## config.mk

```make
export PLATFORM = sky130hd
export DESIGN_NAME = sec_bus_arb
export DESIGN_NICKNAME = d
export VERILOG_FILES = /design/src/rtl/sec_bus_arb.sv
export SDC_FILE = /design/constraint.sdc
export NUM_CORES = 1
export LEC_CHECK = 0
export BUFFER_PORTS_ARGS = -buffer_cell sky130_fd_sc_hd__buf_2
export CAP_MARGIN = 20
export CORE_MARGIN = 2
export CORE_UTILIZATION = 51
export DETAILED_ROUTE_END_ITERATION = 16
export HOLD_SLACK_MARGIN = 0.05
export PLACE_DENSITY = 0.72
export SYNTH_ARGS = -nofsm -noshare
export SYNTH_HDL_FRONTEND = slang
export SYNTH_SLANG_ARGS = --single-unit
```

## constraint.sdc

```tcl
create_clock -name clk -period 2.75 [get_ports clk]
set_input_delay 0.55 -clock clk [delete_from_list [all_inputs] [get_ports clk]]
set_output_delay 0.55 -clock clk [all_outputs]
set_load 0.02 [all_outputs]
```

## src/rtl/sec_bus_arb.sv

```systemverilog
module sec_bus_arb #(
  parameter int NPAIR = 4
) (
  input  logic             clk,
  input  logic             rst,
  input  logic             ext_mode,
  input  logic [NPAIR-1:0] req_n,
  input  logic             br_req_n,
  input  logic             frame_n,
  input  logic             irdy_n,
  output logic [NPAIR-1:0] gnt_n,
  output logic [NPAIR-1:0] gnt_oe,
  output logic             br_gnt_n
);
  localparam int M = NPAIR + 1;
  localparam int W = $clog2(M + 1);
  localparam logic [W-1:0] BRIDGE = W'(NPAIR);
  localparam logic [W-1:0] NONE = '1;

  logic [W-1:0] own, nxt, base;
  logic [M-1:0] reqv;
  logic         cur_req, may_move;

  assign reqv     = {~br_req_n, ~req_n};
  assign base     = (own < W'(M)) ? own : BRIDGE;
  assign cur_req  = (own < W'(M)) ? reqv[own] : 1'b0;
  assign may_move = (frame_n && irdy_n) || !cur_req;

  always_comb begin
    logic found;
    logic [W:0] idx;
    nxt   = BRIDGE;
    found = 1'b0;
    for (int k = 1; k <= M; k++) begin
      idx = {1'b0, base} + (W+1)'(k);
      if (idx >= (W+1)'(M)) idx = idx - (W+1)'(M);
      if (!found && reqv[idx[W-1:0]]) begin
        nxt   = idx[W-1:0];
        found = 1'b1;
      end
    end
  end

  always_ff @(posedge clk) begin
    if (rst || ext_mode) own <= NONE;
    else if (may_move)   own <= nxt;
  end

  generate
    for (genvar i = 0; i < NPAIR; i++) begin : g_pin
      if (i == 0) begin : g_swap
        assign gnt_n[i]  = ext_mode ? br_req_n : (own != W'(i));
        assign gnt_oe[i] = 1'b1;
      end else begin : g_plain
        assign gnt_n[i]  = ext_mode ? 1'b1 : (own != W'(i));
        assign gnt_oe[i] = !ext_mode;
      end


      assert property (@(posedge clk) disable iff (rst || ext_mode)
        (!gnt_n[i] && !req_n[i] && (!frame_n || !irdy_n)) |=> !gnt_n[i])
        else $error("grant_hold_chk pair %0d", i);
    end
  endgenerate

  assign br_gnt_n = ext_mode ? req_n[0] : (own != BRIDGE);


  one_grant_chk: assert property (@(posedge clk) disable iff (rst || ext_mode)
    $onehot0(~{br_gnt_n, gnt_n}));


  bridge_hold_chk: assert property (@(posedge clk) disable iff (rst || ext_mode)
    (!br_gnt_n && !br_req_n && (!frame_n || !irdy_n)) |=> !br_gnt_n);


  park_chk: assert property (@(posedge clk) disable iff (rst || ext_mode)
    (frame_n && irdy_n && (&req_n) && br_req_n) |=> !br_gnt_n);


  reset_idle_chk: assert property (@(posedge clk)
    (rst && !ext_mode) |=> ((&gnt_n) && br_gnt_n));
endmodule

```

==> out/qor.yml <==
status: "completed"
cts_tree: "done"
setup_viol: 0
ios: 19
p_clk_frac: 0.150
end_kind: "flop"
top_layer: "met4"
ys_seq_area_frac: 0.05811
wl_met1_um: 1187
regMostFlops: "own"
antenna_left: 0
post_cts_resized: 0
cp.arrival_ps: 2790
worst-path-max-fanout: 7
first_global_vias: 1066
synth_nets: 149
syn_inst: 135
cts.sinks: 3
layout-drive-gt1-share: 0.3224
timing.rr.end: "own[2]$_SDFFE_PP1P_"
synthDistinctLibCells: 62
setup_tns_ps: 0
portBuffers: 17
clk_pin_slew_ps: 40
path_class: "reg2reg"
power_leakage_nw: 0.4503
pwr-share-seq: 0.106
synth_mux_area_frac: 0.06659
reg2reg_from: "own[2]$_SDFFE_PP1P_"
drv_cap: 0
clk_latency_ps: 240
hold_violations: 0
hpwl_um: 2169
synth_top_family_by_area: "simple AND/OR/NAND/NOR gates"
fin_nets: 167
die_w_um: 49.02
fin_total_pwr_mw: 0.5310
dieArea_um2: 2402
final_util: 0.5921
rr_worst_depth: 10
synth_edf_count: 0
min_period_ps: 2662
reg_top3: "own (3)"
skew_ps: 6.079
die_height_um: 49.02
antenna_cells: 0
whs_ps: 619.7
numCtsBuffers: 3
max_freq_mhz: 375.6
dr.pass1.iters: 4
p_comb_frac: 0.745
final.setup.worst_slack_ps: 87.60
register_area_um2: 60.06
largest_reg_flops: 3
gp_congestion: 0.9661
final_area_um2: 1150
viasPerCell: 6.296
synth.avg_cell_area_um2: 7.655
fin_crit_sh: 0.9681
ctsRootBufferMaster: "clkbuf_4"
yosys_register_bits: 3
grt_overflow_total: 0
met2_wirelength_um: 1360
p_switching_mw: 0.2654
pre_cts_ws_ps: 88.70
post_cts_buffers: 0
vias: 1127
peakVddDrop_mv: 0.3818
synthSimpleGateAreaFrac: 0.3584
cts_hold_buf: 0
drc: 0
start_util: 0.5322
crit_start: "own[2]$_SDFFE_PP1P_"
stdcell_count: 179
yosys.area_share.xor_xnor: 0.01695
ys.flop_type: "dfxtp_1"
core_um2: 1942
hold_class: "in2reg"
post_drt_wl_per_cell_um: 15.66
critPathCapture: "own[2]$_SDFFE_PP1P_"
synthAdderAreaFrac: 0.04843
grt_pass1_wl_um: 4761
synth_compound_area_frac: 0.3390
n_fill_cell: 187
grt.total_usage: 0.2469
yosysWarnings: 0
place_area_um2: 1121
clock_path_buffers: 2
p_sw_frac: 0.4998
cp_slowest_cell: "dfxtp_1"
drt_iter0_drc: 36
crit_required_ps: 2870
drt-total-wl_um: 2804
htreeDepth: 1
dp_cells: 175
slowest_delay_ps: 420
area_growth_pct: 11.26
cp_cell_sequence: "nand2b_2 -> inv_1 -> ha_1 -> or3_1 -> a31oi_2 -> o32ai_2 -> nor2b_2 -> and2_1 -> o22ai_1 -> a221o_1"
worstSetupStartpointType: "flop"
multi_input_area_um2: 863.3
ff2ff_setup_slack_ps: 90
drv_slew: 0
async_reset_ff_frac: 0
syn_area_um2: 1033
grt_max_degree: 24
rows: 16
antenna_found_initial: 0
p_int_mw: 0.2656
power.density_nw_per_um2: 461.8
routed-wl-met3_um: 195
-- metal layers --
layer / vias up / GRT usage
met4: 0 / 0.1000
met3: 8 / 0.03067
met1: 521 / 0.3234
met2: 54 / 0.4087
met5: - / 0
li1: 544 / -
-- worst max-delay path, delay by kind of cell, from the launching register on --
family,cells,cell delay [ps]
flops,1,420
buf+inv,1,80
simple gates,4,970
compound gates,4,820
fa+ha+maj,1,270
-- power groups by stage --
stage | sequential [mW] | combinational (mW) | clock [mW]
floorplan | 0.0562 | 0.313 | 0
global placement | 0.0562 | 0.382 | 0
detailed placement | 0.0565 | 0.387 | 0
CTS | 0.0558 | 0.388 | 0.0797
global route | 0.0569 | 0.429 | 0.0831
finish | 0.0561 | 0.395 | 0.0796
-- cell type report --
type	count	area share
Clock buffer	4	0.02285
Inverter	7	0.02503
Multi-Input combinational cell	114	0.7508
Sequential cell	3	0.05223
Tap cell	27	0.02938
Timing Repair Buffer	24	0.1197
-- synthesized netlist by cell type, drive strengths merged (2+ instances only) --
cell type  number  area share
or3             2       0.012
a22oi           2       0.019
ha              4       0.048
nor4b           5       0.048
o22ai           5       0.042
nor3            5       0.024
nor4            3       0.018
nand3          10       0.065
mux2            2       0.025
o32ai           2       0.024
nand2b          7       0.042
mux2i           2       0.019
or2             4       0.024
dfxtp           3       0.058
nor2           10       0.036
a21boi          2       0.015
nand2           9       0.040
a31oi           3       0.024
a21oi           5       0.024
xor2            2       0.017
nor2b           2       0.015
a211oi          2       0.019
buf            11       0.081
o21ai           7       0.041
inv             7       0.028
-- worst min-delay path by stage --
stage / endpoint / start / slack, ps / cells past startpoint
after floorplan: own[0]$_SDFFE_PP1P_ / rst / 740 / 2
after global placement: own[1]$_SDFFE_PP1P_ / own[1]$_SDFFE_PP1P_ / 730 / 4
after detailed placement: own[1]$_SDFFE_PP1P_ / own[1]$_SDFFE_PP1P_ / 730 / 4
after CTS: own[0]$_SDFFE_PP1P_ / rst / 620 / 3
after global routing: own[0]$_SDFFE_PP1P_ / rst / 640 / 3
final: own[0]$_SDFFE_PP1P_ / rst / 620 / 3
-- logic make-up after synthesis --
family / after synthesis
AND/OR/NAND/NOR: 62
AO/OA/AOI/OAI: 40
buffers and inverters: 18
multiplexers: 5
adder cells (fa/ha/maj): 4
flip-flops: 3
XOR/XNOR: 2
other: 1
-- cells in the final DEF (no fill, tap or decap), types with 2 or more instances in the layout --
cell	instances
nor4_1	3
nor2_1	10
a21oi_1	5
mux2i_1	2
nand3_1	8
clkbuf_4	3
nor3_1	5
dfxtp_1	3
or3_1	2
ha_1	4
nand2_1	8
nand2b_1	6
nor4b_1	4
buf_4	7
or2_1	3
a31oi_1	2
o21ai_2	2
o21ai_0	4
inv_1	5
a21boi_0	2
buf_2	17
xor2_1	2
o22ai_2	2
o22ai_1	3
No activity file was read; power rests on OpenSTA's default activity.
